**src/rtl/cq_pkg.sv**
```systemverilog
package cq_pkg;
    localparam int REG_W   = 32;
    localparam int ERR_W   = 7;
    localparam int ERR_LSB = 24;

    typedef enum logic [ERR_W-1:0] {
        CQ_ERR_NONE    = 7'd0,
        CQ_ERR_ILLEGAL = 7'd1,
        CQ_ERR_ABORT   = 7'd2,
        CQ_ERR_SYNC    = 7'd3
    } cq_err_e;

    typedef struct packed {
        logic full;
        logic empty;
        logic active;
    } cq_status_t;

    function automatic logic [REG_W-1:0] onehot_at(input int unsigned pos);
        return REG_W'(1) << pos;
    endfunction
endpackage

```
**src/rtl/cq_geometry.sv**
```systemverilog
module cq_geometry #(
    parameter int MAX_LOG2 = 19,
    parameter int LOG_W    = 5,
    localparam int PTR_W   = MAX_LOG2 + 1
) (
    input  logic [LOG_W-1:0] log2size,
    output logic [PTR_W-1:0] wrap_bit,
    output logic [PTR_W-1:0] idx_mask,
    output logic [PTR_W-1:0] span_mask
);
    import cq_pkg::*;
    logic [LOG_W-1:0] l_eff;

    always_comb begin
        l_eff     = (int'(log2size) > MAX_LOG2) ? LOG_W'(MAX_LOG2) : log2size;
        wrap_bit  = PTR_W'(onehot_at(int'(l_eff)));
        idx_mask  = wrap_bit - PTR_W'(1);
        span_mask = idx_mask | wrap_bit;
    end
endmodule

```
**src/rtl/cq_prod_ptr.sv**
```systemverilog
module cq_prod_ptr #(
    parameter int PTR_W = 20
) (
    input  logic             clk,
    input  logic             rst,
    input  logic [PTR_W-1:0] span_mask,
    input  logic             wr_en,
    input  logic [PTR_W-1:0] wr_data,
    input  logic             step,
    input  logic             full,
    output logic [PTR_W-1:0] ptr
);
    always_ff @(posedge clk) begin
        if (rst)        ptr <= '0;
        else if (wr_en) ptr <= wr_data & span_mask;
        else if (step)  ptr <= (ptr + PTR_W'(1)) & span_mask;
    end

    assert_prod_in_span_R4: assert property (@(posedge clk) disable iff (rst)
        wr_en |=> ((ptr & ~$past(span_mask)) == '0));

    assert_no_step_when_full_R5: assert property (@(posedge clk) disable iff (rst)
        (full && !wr_en) |=> $stable(ptr));
endmodule

```
**src/rtl/cq_cons_ptr.sv**
```systemverilog
module cq_cons_ptr #(
    parameter int PTR_W = 20
) (
    input  logic                    clk,
    input  logic                    rst,
    input  logic [PTR_W-1:0]        span_mask,
    input  logic                    step,
    input  logic                    err_set,
    input  cq_pkg::cq_err_e         err_code,
    input  logic                    err_clr,
    output logic [PTR_W-1:0]        ptr,
    output logic [cq_pkg::ERR_W-1:0] err
);
    import cq_pkg::*;
    logic halted;
    assign halted = (err != '0) || err_set;

    always_ff @(posedge clk) begin
        if (rst) begin
            ptr <= '0;
            err <= '0;
        end else begin
            if (err_set)      err <= err_code;
            else if (err_clr) err <= '0;
            if (step && !halted) ptr <= (ptr + PTR_W'(1)) & span_mask;
        end
    end

    assert_err_kept_R6: assert property (@(posedge clk) disable iff (rst)
        (!err_set && !err_clr) |=> $stable(err));

    assert_set_holds_ptr_R7: assert property (@(posedge clk) disable iff (rst)
        err_set |=> $stable(ptr));

    assert_err_freezes_R8: assert property (@(posedge clk) disable iff (rst)
        (err != '0) |=> $stable(ptr));
endmodule

```
**src/rtl/cq_entry_addr.sv**
```systemverilog
module cq_entry_addr #(
    parameter int ADDR_W     = 52,
    parameter int ESZ_W      = 8,
    parameter int PTR_W      = 20,
    parameter int BASE_ALIGN = 6,
    localparam int OFF_W     = ESZ_W + PTR_W
) (
    input  logic [ADDR_W-1:0] base,
    input  logic [ESZ_W-1:0]  entry_bytes,
    input  logic [PTR_W-1:0]  ptr,
    input  logic [PTR_W-1:0]  idx_mask,
    output logic [ADDR_W-1:0] addr
);
    logic [ADDR_W-1:0] base_al;
    logic [OFF_W-1:0]  offset;

    always_comb begin
        base_al = base & ~ADDR_W'((64'd1 << BASE_ALIGN) - 64'd1);
        offset  = OFF_W'(entry_bytes) * OFF_W'(ptr & idx_mask);
        addr    = base_al + ADDR_W'(offset);
    end
endmodule

```
**src/rtl/cq_ptr_mgr.sv**
```systemverilog
module cq_ptr_mgr #(
    parameter int MAX_LOG2   = 19,
    parameter int ADDR_W     = 52,
    parameter int ESZ_W      = 8,
    parameter int Q_EN_BIT   = 3,
    parameter int BASE_ALIGN = 6,
    localparam int PTR_W     = MAX_LOG2 + 1,
    localparam int LOG_W     = $clog2(MAX_LOG2 + 1)
) (
    input  logic                     clk,
    input  logic                     rst,
    input  logic [LOG_W-1:0]         cfg_log2size,
    input  logic [ADDR_W-1:0]        cfg_base,
    input  logic [ESZ_W-1:0]         cfg_entry_bytes,
    input  logic [31:0]              ctrl_word,
    input  logic                     prod_wr_en,
    input  logic [31:0]              prod_wr_data,
    input  logic                     prod_adv,
    input  logic                     cons_adv,
    input  logic                     err_set,
    input  logic [6:0]               err_code,
    input  logic                     err_clr,
    output logic [31:0]              prod_q,
    output logic [31:0]              cons_q,
    output logic                     q_full,
    output logic                     q_empty,
    output logic                     q_active,
    output logic [ADDR_W-1:0]        prod_addr,
    output logic [ADDR_W-1:0]        cons_addr
);
    import cq_pkg::*;

    logic [PTR_W-1:0] wrap_bit, idx_mask, span_mask;
    logic [PTR_W-1:0] prod_ptr, cons_ptr, diff;
    logic [ERR_W-1:0] err_q;
    cq_status_t       st;
    logic [PTR_W-1:0] side_ptr [2];
    logic [ADDR_W-1:0] side_addr [2];

    cq_geometry #(.MAX_LOG2(MAX_LOG2), .LOG_W(LOG_W)) u_geo (
        .log2size(cfg_log2size), .wrap_bit(wrap_bit),
        .idx_mask(idx_mask), .span_mask(span_mask)
    );

    always_comb begin
        diff      = (prod_ptr ^ cons_ptr) & span_mask;
        st.active = ctrl_word[0] & ctrl_word[Q_EN_BIT];
        st.empty  = (diff == '0);
        st.full   = (diff == wrap_bit);
    end

    cq_prod_ptr #(.PTR_W(PTR_W)) u_prod (
        .clk(clk), .rst(rst), .span_mask(span_mask),
        .wr_en(prod_wr_en), .wr_data(prod_wr_data[PTR_W-1:0]),
        .step(prod_adv && st.active && !st.full), .full(st.full),
        .ptr(prod_ptr)
    );

    cq_cons_ptr #(.PTR_W(PTR_W)) u_cons (
        .clk(clk), .rst(rst), .span_mask(span_mask),
        .step(cons_adv && st.active && !st.empty),
        .err_set(err_set), .err_code(cq_err_e'(err_code)), .err_clr(err_clr),
        .ptr(cons_ptr), .err(err_q)
    );

    assign side_ptr[0] = prod_ptr;
    assign side_ptr[1] = cons_ptr;

    for (genvar g = 0; g < 2; g++) begin : g_addr
        cq_entry_addr #(
            .ADDR_W(ADDR_W), .ESZ_W(ESZ_W), .PTR_W(PTR_W), .BASE_ALIGN(BASE_ALIGN)
        ) u_addr (
            .base(cfg_base), .entry_bytes(cfg_entry_bytes),
            .ptr(side_ptr[g]), .idx_mask(idx_mask), .addr(side_addr[g])
        );
    end

    assign prod_addr = side_addr[0];
    assign cons_addr = side_addr[1];
    assign prod_q    = {{(REG_W-PTR_W){1'b0}}, prod_ptr};
    assign cons_q    = {1'b0, err_q, {(ERR_LSB-PTR_W){1'b0}}, cons_ptr};
    assign q_full    = st.full;
    assign q_empty   = st.empty;
    assign q_active  = st.active;

    assert_full_empty_excl_R3: assert property (@(posedge clk) disable iff (rst)
        !(q_full && q_empty));

    assert_reset_clears_R1: assert property (@(posedge clk)
        rst |=> (prod_ptr == '0 && cons_ptr == '0 && err_q == '0));

    assert_inactive_prod_hold_R9: assert property (@(posedge clk) disable iff (rst)
        (!q_active && !prod_wr_en) |=> $stable(prod_ptr));

    assert_inactive_cons_hold_R9: assert property (@(posedge clk) disable iff (rst)
        !q_active |=> $stable(cons_ptr));
endmodule

```
**config.mk**
```make
export PLATFORM = sky130hd
export DESIGN_NAME = cq_ptr_mgr
export DESIGN_NICKNAME = d
export VERILOG_FILES = /design/src/rtl/cq_pkg.sv /design/src/rtl/cq_geometry.sv /design/src/rtl/cq_prod_ptr.sv /design/src/rtl/cq_cons_ptr.sv /design/src/rtl/cq_entry_addr.sv /design/src/rtl/cq_ptr_mgr.sv
export SDC_FILE = /design/constraint.sdc
export NUM_CORES = 1
export LEC_CHECK = 0
export BUFFER_PORTS_ARGS = -buffer_cell sky130_fd_sc_hd__buf_2
export CAP_MARGIN = 20
export CORE_UTILIZATION = 30
export CTS_BUF_LIST = sky130_fd_sc_hd__clkbuf_4
export DETAILED_ROUTE_END_ITERATION = 16
export SYNTH_ARGS = -nofsm -noshare
export SYNTH_HDL_FRONTEND = slang
export SYNTH_SLANG_ARGS = --single-unit
export TNS_END_PERCENT = 30
```
**constraint.sdc**
```tcl
create_clock -name clk -period 17.9 [get_ports clk]
set_input_delay 0.895 -clock clk [delete_from_list [all_inputs] [get_ports clk]]
set_output_delay 0.895 -clock clk [all_outputs]
set_load 0.02 [all_outputs]
```
==> flow_summary.toml <==
[sta]
setup_total_negative_slack_ns = 0
slew_headroom = 0.4148
post-route-worst-setup-slack_ns = 6.287
post-route-period-util = 0.6488
drv_slew = 0
finalWorstPathRequiredPeriod_ns = 11.61
worst_clock_skew_ns = 0.01489
grt_setup_unrepaired = "false"
finalSetupViolCount = 0
total_count_of_hold_check_failures_in_the_final_report = 0
timing.fmax_mhz = 86.11
worst-slew-pin-transition_ns = 0.8778

[floorplan]
floorplan.rows = 89
design.portCount = 314
floorplan.die_area_sq_um = 60800
core_area_sq_um = 59020
die_w_um = 246.6
initial_utilization = 0.3040
dieHeight_um = 246.6

[global_routing]
grt-ovfl-total = 0
number_of_global_route_vias_before_repair = 16366
grt_pass1_wl_um = 91120
globalRouteTotalUtil = 0.1872
grt_start_max_net_pins = 41
antenna_found_initial = 2

[clock_network]
ctsHoldBuffers = 0
root_buffer = "sky130_fd_sc_hd__clkbuf_4"
cts_made_buffers = 5
post_cts_resize_count = 0
setup_fix_buffers_added_after_clock_tree_synthesis = 0
worst_skew_pair.late_latency_ns = 0.40
maximum_number_of_buffers_from_clock_root_to_sink = 2
cts_tree = "yes"
worst_setup_hold_path_clk_slew_ns = 0.14
clock-sinks = 47
cts_htree_levels = 2

[layout]
fillerInstances = 6405
multi_input_area_sq_um = 15330
layout.nets = 2917
ff_latch_area_sq_um = 940.9
area_delta_synth_final_pct = 9.183
post_route_cells_drive_above_1_share = 0.1194
diodes = 0

[setup_path]
setup.worst_path.end_class = "output pin"
reg2regPathDepth = 10
critical_path.slowest_cell = "sky130_fd_sc_hd__ha_1"
reg2reg_setup_slack_ns = 14.21
critical_path.max_fanout = 19
worst_flop_to_flop_path_endpoint = "u_prod.ptr[7]"
slowest_delay_ns = 0.69
rr_startpoint = "u_prod.ptr[7]"
arrival_ns = 10.72
critPathKind = "input pin to output pin"
critical_path.startpoint_type = "input pin"
cp_data_required_time_ns = 17.01

[power_and_ir_drop]
vdd.ir_drop.worst_mv = 0.04141
cell_internal_power_dissipation_uw = 339.6
comb_power_share = 0.743
p_switching_uw = 415.0
clkPwrFrac = 0.092
power-per-cell-area_nw_per_um2 = 38.52
switching_share = 0.5500
share_seq_of_total_power = 0.165
total_leakage_power_nw = 10.41

[drt]
finalWirelength_um = 56450
detailedRoute.firstPassIterationCount = 5
detailedRoute.firstIterationViolations = 1259
final_antenna_net_count = 0
detail_route.vias_per_cell = 5.343
drt-wirelength-per-cell_um = 17.86
dr_total_vias = 16883
drc = 0

[synthesis]
share_of_the_yosys_chip_area_belonging_to_registers = 0.05243
avgSynthCellArea_sq_um = 7.867
number_of_enable_type_register_cells_in_the_synthesized_netlist = 0
yosysTopAreaCellShare = 0.2432
top_cell_type_by_total_area_after_synthesis = "sky130_fd_sc_hd__fa_1"
postSynthRegisterBits = 47
syn_area_sq_um = 17940
synth.yosys.warnings = 0
synthDistinctLibCells = 85
synthFlopType = "sky130_fd_sc_hd__dfxtp_1"
post_synth_inst_count = 2281
yosys-top-cells-area = "sky130_fd_sc_hd__fa_1 24%, sky130_fd_sc_hd__ha_1 12%, sky130_fd_sc_hd__and3_1 9.7%"
async_reset_ff_frac = 0

[job]
max_cap_viol_count = 0

[place]
globalplace.congestion = 0.8900
dpl.hpwl_um = 43270
placement.setup.worst_slack_ns = 6.426
portBuffers = 248

[worst_hold_path]
hold_path.class = "flip-flop to flip-flop"
hp-start = "u_cons.ptr[1]"
holdPathStages = 2
whs_endpoint = "u_cons.ptr[1]"

[outcome]
run_status = "completed"
## metal layers
layer  GRT usage  part of all wire
met1      0.2480              0.43
met2      0.3205              0.49
met5           0           0.00043
met3     0.01362             0.045
met4     0.06082             0.035
## sequential cells by signal (all words and copies together), names as in the netlist
name / cells
u_cons.ptr: 20
u_prod.ptr: 20
u_cons.err: 7
## cells by family (layout without fill, tap and decap cells)
group,Yosys count,in the layout,share of synthesized area
simple gates,824,824,0.2525
buf+inv,435,525,0.09657
xor+xnor,149,149,0.07272
mux,6,6,0.003417
compound gates,431,431,0.1604
fa+ha+maj,388,388,0.3617
flops,47,47,0.05243
other cells,1,17,0.0002090
## worst max path at each step
stage	cells after the start	to	from
4_1_cts	30	prod_addr[34]	cfg_log2size[1]
5_1_grt	32	prod_addr[34]	cfg_log2size[1]
3_3_place_gp	30	prod_addr[34]	cfg_log2size[1]
6_report	30	prod_addr[34]	cfg_log2size[1]
3_5_place_dp	30	prod_addr[34]	cfg_log2size[1]
2_1_floorplan	35	cons_addr[37]	cfg_log2size[1]
## cell usage after synthesis (all sizes together) (11+ instances only)
master	number
a31oi	18
nor3	44
clkbuf	133
and2	23
nand4	25
and3	279
o21ai	76
nand3	88
a21oi	122
xor2	46
nand2	117
nor2	119
nor2b	15
o21bai	16
a211oi	24
nand2b	21
inv	260
nand3b	12
a21o	42
buf	40
o311ai	14
ha	170
fa	218
nor4	18
o21a	18
or3	18
nor3b	20
dfxtp	47
xnor2	103
a211o	11
## final cells by class
cell class	count	share of cell area
Timing Repair Buffer	255	0.06603
Multi-Input combinational cell	1815	0.7825
Sequential cell	47	0.04802
Tap cell	773	0.04936
Inverter	262	0.05019
Clock buffer	5	0.001916
Clock inverter	3	0.001980
## per-stage QoR
step / instance area [sq um] / hold slack (ns) / utilization / power (mW) / cells
after CTS: 19590 / 0.5798 / 0.3320 / 0.7600 / 3160
after detailed placement: 19520 / 0.5604 / 0.3307 / 0.6903 / 3152
after global routing: 19590 / 0.6063 / 0.3320 / 0.8278 / 3160
after global placement: 19520 / 0.5483 / 0.3307 / 0.6885 / 3152
final: 19590 / 0.5828 / 0.3320 / 0.7546 / 3160
after floorplan: 18000 / 0.5788 / - / 0.5232 / 2297
## power groups by stage
| stage | Combinational (mW) | Clock (mW) | Sequential (mW) |
|---|---|---|---|
| 6_report | 0.561 | 0.0693 | 0.124 |
| 5_1_grt | 0.628 | 0.0742 | 0.125 |
| 4_1_cts | 0.566 | 0.0696 | 0.124 |
| 3_5_place_dp | 0.564 | 0 | 0.126 |
| 3_3_place_gp | 0.562 | 0 | 0.126 |
| 2_1_floorplan | 0.403 | 0 | 0.120 |
## worst max-delay path, delay by kind of cell
kind	cells	cell delay (ns)
adder cells (fa/ha/maj)	8	3.88
AO/OA/AOI/OAI	8	2.57
AND/OR/NAND/NOR	9	2.31
buffers and inverters	4	0.61
XOR/XNOR	1	0.41
## cells in the final DEF, fill, tap and decap left out, types with 6 or more instances in the layout
cell / count
sky130_fd_sc_hd__nand3b_1: 12
sky130_fd_sc_hd__ha_1: 170
sky130_fd_sc_hd__a221oi_1: 7
sky130_fd_sc_hd__a31oi_1: 18
sky130_fd_sc_hd__xnor2_1: 103
sky130_fd_sc_hd__fa_1: 218
sky130_fd_sc_hd__nor3_1: 42
sky130_fd_sc_hd__and2_1: 22
sky130_fd_sc_hd__nand4_1: 25
sky130_fd_sc_hd__a211oi_1: 24
sky130_fd_sc_hd__nor3b_1: 19
sky130_fd_sc_hd__o21a_1: 18
sky130_fd_sc_hd__nand2_1: 117
sky130_fd_sc_hd__xor2_1: 46
sky130_fd_sc_hd__dfxtp_1: 47
sky130_fd_sc_hd__or3_1: 18
sky130_fd_sc_hd__a21o_1: 42
sky130_fd_sc_hd__buf_4: 7
sky130_fd_sc_hd__o22ai_1: 6
sky130_fd_sc_hd__nor2_1: 118
sky130_fd_sc_hd__buf_2: 248
sky130_fd_sc_hd__nand2b_1: 21
sky130_fd_sc_hd__o21bai_1: 16
sky130_fd_sc_hd__nor2b_1: 15
sky130_fd_sc_hd__o311ai_0: 14
sky130_fd_sc_hd__or2_2: 7
sky130_fd_sc_hd__a2111oi_0: 6
sky130_fd_sc_hd__nand3_1: 88
sky130_fd_sc_hd__o21ai_0: 73
sky130_fd_sc_hd__o211ai_1: 9
sky130_fd_sc_hd__a21oi_1: 121
sky130_fd_sc_hd__nor4_1: 18
sky130_fd_sc_hd__and3_1: 279
sky130_fd_sc_hd__conb_1: 17
sky130_fd_sc_hd__inv_1: 260
sky130_fd_sc_hd__a211o_1: 11
(Power assumes the default switching activity.)
